## src/rtl/ps2rif_pkg.sv

```systemverilog
package ps2rif_pkg;

  typedef enum logic [2:0] {
    SEL_CTRL,
    SEL_STAT,
    SEL_DATA,
    SEL_DIV,
    SEL_ISR,
    SEL_ID,
    SEL_NONE
  } regsel_e;

  // Identification bytes, word order from the bottom of the ID area.
  function automatic logic [7:0] id_byte(input logic [2:0] idx);
    case (idx)
      3'd0:    id_byte = 8'h50;
      3'd1:    id_byte = 8'h10;
      3'd2:    id_byte = 8'h04;
      3'd3:    id_byte = 8'h00;
      3'd4:    id_byte = 8'h0D;
      3'd5:    id_byte = 8'hF0;
      3'd6:    id_byte = 8'h05;
      default: id_byte = 8'hB1;
    endcase
  endfunction

endpackage

```

## src/rtl/ps2rif_decode.sv

```systemverilog
module ps2rif_decode
  import ps2rif_pkg::*;
#(
  parameter int WORD_W = 10
) (
  input  logic [WORD_W-1:0] word,
  output regsel_e           sel,
  output logic [2:0]        id_idx
);
  localparam int NWORDS  = 1 << WORD_W;
  localparam int ID_BASE = NWORDS - 8;

  always_comb begin
    id_idx = word[2:0];
    if (word >= WORD_W'(ID_BASE)) begin
      sel = SEL_ID;
    end else begin
      case (word)
        WORD_W'(0): sel = SEL_CTRL;
        WORD_W'(1): sel = SEL_STAT;
        WORD_W'(2): sel = SEL_DATA;
        WORD_W'(3): sel = SEL_DIV;
        WORD_W'(4): sel = SEL_ISR;
        default:    sel = SEL_NONE;
      endcase
    end
  end
endmodule

```

## src/rtl/ps2rif_parity.sv

```systemverilog
// XOR reduction by repeated halving (fold by W/2, W/4, ... 1).
module ps2rif_parity #(
  parameter int W = 8
) (
  input  logic [W-1:0] d,
  output logic         odd
);
  localparam int STAGES = $clog2(W);

  for (genvar s = 0; s < STAGES; s++) begin : g_st
    localparam int HW = W >> (s + 1);
    logic [HW-1:0] v;
    if (s == 0) begin : g_first
      assign v = d[2*HW-1:HW] ^ d[HW-1:0];
    end else begin : g_next
      assign v = g_st[s-1].v[2*HW-1:HW] ^ g_st[s-1].v[HW-1:0];
    end
  end

  assign odd = g_st[STAGES-1].v[0];
endmodule

```

## src/rtl/ps2rif_rxlatch.sv

```systemverilog
module ps2rif_rxlatch #(
  parameter int BYTE_W = 8
) (
  input  logic              clk,
  input  logic              rst_n,
  input  logic              pop,
  input  logic              rx_valid,
  input  logic [BYTE_W-1:0] rx_data,
  output logic [BYTE_W-1:0] pop_byte,
  output logic [BYTE_W-1:0] last_q,
  output logic              last_odd
);
  assign pop_byte = rx_valid ? rx_data : last_q;

  always_ff @(posedge clk) begin
    if (!rst_n)   last_q <= '0;
    else if (pop) last_q <= pop_byte;
  end

  ps2rif_parity #(.W(BYTE_W)) par_i (.d(last_q), .odd(last_odd));
endmodule

```

## src/rtl/ps2_host_regif.sv

```systemverilog
module ps2_host_regif
  import ps2rif_pkg::*;
#(
  parameter int BUS_W  = 32,
  parameter int ADDR_W = 12,
  parameter int BYTE_W = 8,
  parameter int CTRL_W = 8,
  parameter int DIV_W  = 8
) (
  input  logic              clk,
  input  logic              rst_n,
  input  logic              bus_sel,
  input  logic              bus_wr,
  input  logic [ADDR_W-1:0] bus_addr,
  input  logic [BUS_W-1:0]  bus_wdata,
  output logic              bus_rvalid,
  output logic [BUS_W-1:0]  bus_rdata,
  output logic              bad_access,
  input  logic              rx_valid,
  input  logic [BYTE_W-1:0] rx_data,
  output logic              rx_ready,
  output logic              tx_valid,
  output logic [BYTE_W-1:0] tx_data,
  input  logic              line_clk,
  input  logic              line_dat,
  output logic              irq
);
  localparam int WORD_W   = ADDR_W - 2;
  localparam int RXIE_BIT = 4;
  localparam int TXIE_BIT = 3;
  localparam int W_A      = (CTRL_W > DIV_W) ? CTRL_W : DIV_W;
  localparam int W_USED   = (W_A > BYTE_W) ? W_A : BYTE_W;

  regsel_e           sel;
  logic [2:0]        id_idx;
  logic              rd_acc, wr_acc;
  logic [CTRL_W-1:0] ctrl_q;
  logic [DIV_W-1:0]  div_q;
  logic [BYTE_W-1:0] pop_byte, last_q;
  logic              last_odd;
  logic [BUS_W-1:0]  status_w, isr_w, rd_mux;
  logic              unused_bus_bits;

  assign unused_bus_bits = ^{bus_wdata[BUS_W-1:W_USED], bus_addr[1:0]};

  ps2rif_decode #(.WORD_W(WORD_W)) dec_i (
    .word(bus_addr[ADDR_W-1:2]), .sel(sel), .id_idx(id_idx)
  );

  assign rd_acc   = bus_sel & ~bus_wr;
  assign wr_acc   = bus_sel & bus_wr;
  assign rx_ready = rd_acc && (sel == SEL_DATA);

  ps2rif_rxlatch #(.BYTE_W(BYTE_W)) rx_i (
    .clk(clk), .rst_n(rst_n), .pop(rx_ready), .rx_valid(rx_valid),
    .rx_data(rx_data), .pop_byte(pop_byte), .last_q(last_q), .last_odd(last_odd)
  );

  // Transmit is taken in one cycle, so it is always empty and never busy.
  always_comb begin
    status_w    = '0;
    status_w[6] = 1'b1;
    status_w[5] = 1'b0;
    status_w[4] = rx_valid;
    status_w[3] = 1'b0;
    status_w[2] = last_odd;
    status_w[1] = line_clk;
    status_w[0] = line_dat;
    isr_w       = '0;
    isr_w[1]    = 1'b1;
    isr_w[0]    = rx_valid;
  end

  always_comb begin
    case (sel)
      SEL_CTRL: rd_mux = BUS_W'(ctrl_q);
      SEL_STAT: rd_mux = status_w;
      SEL_DATA: rd_mux = BUS_W'(pop_byte);
      SEL_DIV:  rd_mux = BUS_W'(div_q);
      SEL_ISR:  rd_mux = isr_w;
      SEL_ID:   rd_mux = BUS_W'(id_byte(id_idx));
      default:  rd_mux = '0;
    endcase
  end

  always_ff @(posedge clk) begin
    if (!rst_n) begin
      bus_rvalid <= 1'b0;
      bus_rdata  <= '0;
      bad_access <= 1'b0;
      tx_valid   <= 1'b0;
      tx_data    <= '0;
      ctrl_q     <= '0;
      div_q      <= '0;
    end else begin
      bus_rvalid <= rd_acc;
      if (rd_acc) bus_rdata <= rd_mux;
      bad_access <= bus_sel && (sel == SEL_NONE);
      tx_valid   <= wr_acc && (sel == SEL_DATA);
      if (wr_acc && sel == SEL_DATA) tx_data <= bus_wdata[BYTE_W-1:0];
      if (wr_acc && sel == SEL_CTRL) ctrl_q  <= bus_wdata[CTRL_W-1:0];
      if (wr_acc && sel == SEL_DIV)  div_q   <= bus_wdata[DIV_W-1:0];
    end
  end

  assign irq = (rx_valid & ctrl_q[RXIE_BIT]) | ctrl_q[TXIE_BIT];
endmodule

```

## config.mk

```make
export PLATFORM = sky130hd
export DESIGN_NAME = ps2_host_regif
export DESIGN_NICKNAME = d
export VERILOG_FILES = /design/src/rtl/ps2rif_pkg.sv /design/src/rtl/ps2rif_decode.sv /design/src/rtl/ps2rif_parity.sv /design/src/rtl/ps2rif_rxlatch.sv /design/src/rtl/ps2_host_regif.sv
export SDC_FILE = /design/constraint.sdc
export NUM_CORES = 1
export LEC_CHECK = 0
export ABC_AREA = 0
export BUFFER_PORTS_ARGS = -buffer_cell sky130_fd_sc_hd__buf_2
export CAP_MARGIN = 20
export CORE_UTILIZATION = 47
export DETAILED_ROUTE_END_ITERATION = 7
export PLACE_DENSITY = 0.78
export REMOVE_ABC_BUFFERS = 1
export SYNTH_ARGS = -nofsm -noshare
export SYNTH_HDL_FRONTEND = slang
export SYNTH_SLANG_ARGS = --single-unit
```

## constraint.sdc

```tcl
create_clock -name clk -period 2.27 [get_ports clk]
set_input_delay 0.3405 -clock clk [delete_from_list [all_inputs] [get_ports clk]]
set_output_delay 0.3405 -clock clk [all_outputs]
set_load 0.005 [all_outputs]
```

### Word level (Yosys, flattened, before mapping)

Index checks and enable logic that the tools add are counted.

| operators by class | value |
|---|---|
| bitwise logic cells | 8 |
| mux-type cells | 5 |
| eq/ne operators | 16 |
| $lt $le $gt $ge | 1 |
| reduce and logical (&&, ||, !) cells | 8 |

Operators by type and width:

| kind | count |
|---|---|
| $pmux W8 S7 | 1 |
| $pmux W8 S6 | 1 |
| $eq A10 B2 Y1 const B | 2 |
| $eq A3 B3 Y1 const B | 6 |
| $pmux W3 S5 | 1 |
| $eq A3 B2 Y1 const B | 4 |
| $eq A10 B1 Y1 const B | 1 |
| $eq A10 B3 Y1 const B | 1 |
| $ge A10 B10 Y1 const B | 1 |
| $logic_not A10 Y1 | 1 |
| $mux W8 | 1 |
| $eq A3 B1 Y1 const B | 2 |
| $logic_not A3 Y1 | 2 |
| $logic_and A1 B1 Y1 | 5 |
| $xor A4 B4 Y4 | 1 |
| $and A1 B1 Y1 | 3 |
| $mux W3 | 1 |
| $xor A2 B2 Y2 | 1 |
| $not A1 Y1 | 1 |
| $or A1 B1 Y1 | 1 |
| $xor A1 B1 Y1 | 1 |

| word-level totals | value |
|---|---|
| output and inout bits | 45 |
| register bits after elaboration | 67 |
| logic and storage cells | 46 |
| input port bits | 59 |

### Longest topological paths before layout

| depth | value |
|---|---|
| word-level depth | 5 |
| mapped depth | 7 |
| gate-level depth less buffers | 6 |

### Modules after synthesis

From an unflattened synthesis, not the netlist that was laid out.

| unflattened totals | value |
|---|---|
| cell total of the unflattened synthesis | 265 |
| area, all modules | 2519.9 µm² |

By module, submodules not included:

| module | times used | seq. area each (µm²) | area each (µm²) | cells an instance |
|---|---|---|---|---|
| ps2_host_regif | 1 | 700.7 | 1905.6 | 198 |
| ps2rif_rxlatch | 1 | 160.2 | 469.2 | 47 |
| ps2rif_decode | 1 | 0.0 | 83.8 | 13 |
| ps2rif_parity | 1 | 0.0 | 61.3 | 7 |

### Worst setup path before layout

Ideal clock, no wire load.

| timing | value |
|---|---|
| path type | input port to flip-flop |
| start | input bus_addr[4] |
| end | register div_q[0] |
| path slack | 0.363 ns |
| path buffers | 2 |
| data arrival time | 1.791 ns |
| data required time | 2.154 ns |
| stages | 7 |
| library setup time | 0.116 ns |
| cell sequence | buf_6 or4_4 nor4_4 and3_1 buf_6 mux2i_1 nor2b_1 |

| on the way | value |
|---|---|
| longest elaborated chain between the ends | 5 |
| elaborated cells on any way between the ends | 10 |
| classes of those cells | order compare: 1; eq/ne: 5; mux: 2; reduce/logical: 2 |

RTL lines:

| element | RTL line | RTL |
|---|---|---|
| start, declared | ps2_host_regif.sv:14 | `input logic [ADDR_W-1:0] bus_addr,` |
| branches (longest 2 deep; another with $ge A10 B10 Y1) | - |  |
| $mux W3 (*) | ps2rif_decode.sv:15 | `if (word >= WORD_W'(ID_BASE)) begin` |
| $eq A3 B2 Y1 (*) | ps2_host_regif.sv:102 | `if (wr_acc && sel == SEL_DIV) div_q <= bus_wdata[DIV_W-1:0];` |
| $logic_and A1 B1 Y1 (*) | ps2_host_regif.sv:102 |  |
| end signal, assigned | ps2_host_regif.sv:102 |  |
| end, declared | ps2_host_regif.sv:38 | `logic [DIV_W-1:0] div_q;` |

Every way passes the cells marked *.
A chain may end at the register's enable or synchronous reset.

### Worst setup path in the final report

| timing | value |
|---|---|
| start | input bus_addr[8] |
| end | output rx_ready |

| on the way | value |
|---|---|
| longest elaborated chain between the ends | 5 |
| elaborated cells on any way between the ends | 10 |
| classes of those cells | order compare: 1; eq/ne: 5; mux: 2; reduce/logical: 2 |

RTL lines:

| element | RTL line | RTL |
|---|---|---|
| branches (longest 2 deep; another with $ge A10 B10 Y1) | - |  |
| $mux W3 (*) | ps2rif_decode.sv:15 |  |
| $eq A3 B2 Y1 (*) | ps2_host_regif.sv:52 | `assign rx_ready = rd_acc && (sel == SEL_DATA);` |
| $logic_and A1 B1 Y1 (*) | ps2_host_regif.sv:52 |  |
| end, declared | ps2_host_regif.sv:21 | `output logic rx_ready,` |

Marked as above.

==> impl_results.md <==
- Outcome: finished clean
- Register area share after synthesis: 36.3%
- Critical hold path startpoint: rx_data[3]
- Setup ws final: 0.273 ns
- Total area of sequential cells: 861 um2
- Wire length per cell: 13.7 um
- Pre-CTS WS: 0.187 ns
- FF+latch count, synth: 43
- Synthesized area per cell: 9.14 um2
- Hold Crit Depth: 3
- Number of buffers created by CTS: 5
- Root buf cell: clkbuf_8
- Vias/cell: 5.16
- Fin. max-slew vios: 0
- Area of the multi-input gates: 0.00135 mm2
- Skew-Pair Late Insertion Delay: 0.30 ns
- Drt first pass iters: 4
- Clock skew: 0.00394 ns
- Post-Synthesis Cells: 259
- Mapped cell area: 0.00237 mm2
- CP Launch Type: primary input
- CP arrival: 1.66 ns
- PwrDens: 506 mW/mm2
- CTS tree: done
- P_leak: 1.14 nW
- ANT nets after route: 0
- Design area: 0.00274 mm2
- Remaining DRCs: 0
- GRT Util Overall: 21.3%
- CTS sink cnt: 43
- Period utilization: 88.0%
- Vias in the first global route: 1793
- Die X: 73.0 um
- Largest net degree at the start of global routing: 34
- Final hold violations: 0
- Crit-path max FO: 7
- Cell variety after synth: 45
- Wl on met1: 2.37 mm
- Reg clk slew, reported paths: 0.08 ns
- Number of max-cap violations: 0
- I/O Buffers: 53
- CP Class: primary input to primary output
- Remaining Overflow, GRT: 0
- Final Core Density: 57.3%
- First-pass GRT wire length: 8.45 mm
- Critical path required time: 1.93 ns
- H-tree depth: 2
- Met2 WL post-DR: 2.40 mm
- Setup crit end kind: primary output
- Worst Reg-to-Reg Cells: 6
- Die H: 73.0 um
- IO Count: 104
- Final setup viols: 0
- Max Fclk: 501 MHz
- Uppermost layer routed: met4
- Unrepaired setup endpoints after global routing: false
- Rows: 25
- Vias: 1988
- Ant diodes: 0
- CTS resizes: 0
- Fill count: 449
- Crit path time final: 2.00 ns
- Synth-to-Final Area Change: 15.8%
- CTS Hold Bufs: 0
- Met3 wire len: 406 um
- Setup TNS: 0 ns
- Total power: 1.39 mW
- Initial drt markers: 123
- CP startpoint: bus_addr[8]
- Worst vdd ir: 0.415 mV
- Hold crit path type: primary input to flip-flop
- CORE AREA: 0.00479 mm2
- Initial antenna violation count: 0
- HPWL Detailed: 4.05 mm
- Reg2Reg Launch Point: rx_i.last_q[5]
- Final GP Congestion: 0.960
- Ys Warns: 0
- Die ar.: 0.00533 mm2
- Post-CTS Setup Repair Bufs: 0
- Layout cells sized above 1: 25.5%
- Placed Area: 0.00266 mm2
- Initial cell density of the core: 49.5%
- Clock Tree Buf Depth: 2
- Total Routed Length: 5.27 mm
- Final net count: 376
[flip-flops by register name, indices dropped and copies added (netlist names)]
register / count
div_q: 8
tx_data: 8
bus_rvalid: 1
bad_access: 1
bus_rdata: 8
tx_valid: 1
rx_i.last_q: 8
ctrl_q: 8
[synthesized netlist by cell type, drive strengths merged]
library cell | number | area share (%)
dfxtp | 43 | 36
mux2i | 33 | 14
buf | 27 | 8.7
nor2b | 25 | 6.6
nand2 | 19 | 3.0
nor2 | 13 | 2.5
o21ai | 11 | 2.3
nand3 | 9 | 1.9
a21boi | 8 | 2.5
clkbuf | 8 | 1.3
xnor2 | 7 | 2.6
a21oi | 5 | 1.1
and2 | 5 | 1.4
nand4 | 5 | 1.8
nor3 | 5 | 1.1
a31oi | 4 | 1.1
a211oi | 2 | 0.63
a21o | 2 | 0.63
a222oi | 2 | 0.85
and3 | 2 | 0.53
inv | 2 | 0.32
nor4 | 2 | 1.8
o211ai | 2 | 0.63
o2bb2ai | 2 | 0.74
or4 | 2 | 0.95
a221oi | 1 | 0.37
a22o | 1 | 0.37
a22oi | 1 | 0.32
a311oi | 1 | 0.37
a32o | 1 | 0.42
a41oi | 1 | 0.37
and4 | 1 | 0.37
conb | 1 | 0.16
mux2 | 1 | 0.48
nand2b | 1 | 0.26
o2111ai | 1 | 0.37
o31ai | 1 | 0.32
o32ai | 1 | 0.37
or3 | 1 | 0.26
[per-stage QoR]
step / std cells / hold slack (ns)
finish: 385 / 0.314
global route: 385 / 0.325
CTS: 385 / 0.308
detailed placement: 377 / 0.436
global placement: 377 / 0.437
floorplan: 247 / 0.449
[logic make-up after synthesis]
kind of cell / after synthesis / share of synthesized area, %
and+or+nand+nor: 90 / 22.5
buffers and inverters: 37 / 10.3
other: 1 / 0.158
muxes: 34 / 14.4
xor gates and xnor gates: 7 / 2.59
DFF: 43 / 36.3
AOI/OAI and AO/OA: 47 / 13.7
[layout make-up]
type,instances,share of cell area [%]
repair buffers,63,12.9
clock inverters,3,0.730
clock buffers,5,2.51
flip-flops and latches,43,31.4
inverters,2,0.274
multi-input cells,202,49.2
well taps,67,3.06
[metal layers]
metal / global-route usage [%] / vias to the layer above
met1: 27.4 / 906
li1: - / 985
met4: 9.80 / 0
met3: 4.97 / 9
met2: 33.6 / 88
met5: 0 / -
[worst max-delay path, stage by stage]
cell and delay (ns):
buf_2 0.13, nor4_4 0.43, nand4_2 0.24, nor2_2 0.33, buf_2 0.18
[path summary, 6_finish.rpt]
| kind | end | slack [ns] |
|---|---|---|
| max reg2reg | bus_rdata[2] | 0.84 |
| min reg2reg | bus_rdata[7] | 0.45 |
| min | rx_i.last_q[3] | 0.31 |
| max | rx_ready | 0.27 |
[power by group]
part,internal [mW],switching (mW),leakage [nW]
combinational,0.0560,0.0864,0.756
clock,0.214,0.271,0.0402
sequential,0.758,0.00194,0.347
total,1.03,0.359,1.14
[cells in the final DEF (no fill, tap or decap), types with 9 or more instances in the layout]
cell type and instances:
nand3_1 9, nor2_1 11, dfxtp_1 43, nor2b_1 25, mux2i_1 33, o21ai_0 11
conb_1 24, buf_2 53, nand2_1 19, buf_4 9
Note: power is estimated with default switching activity, not from simulation.
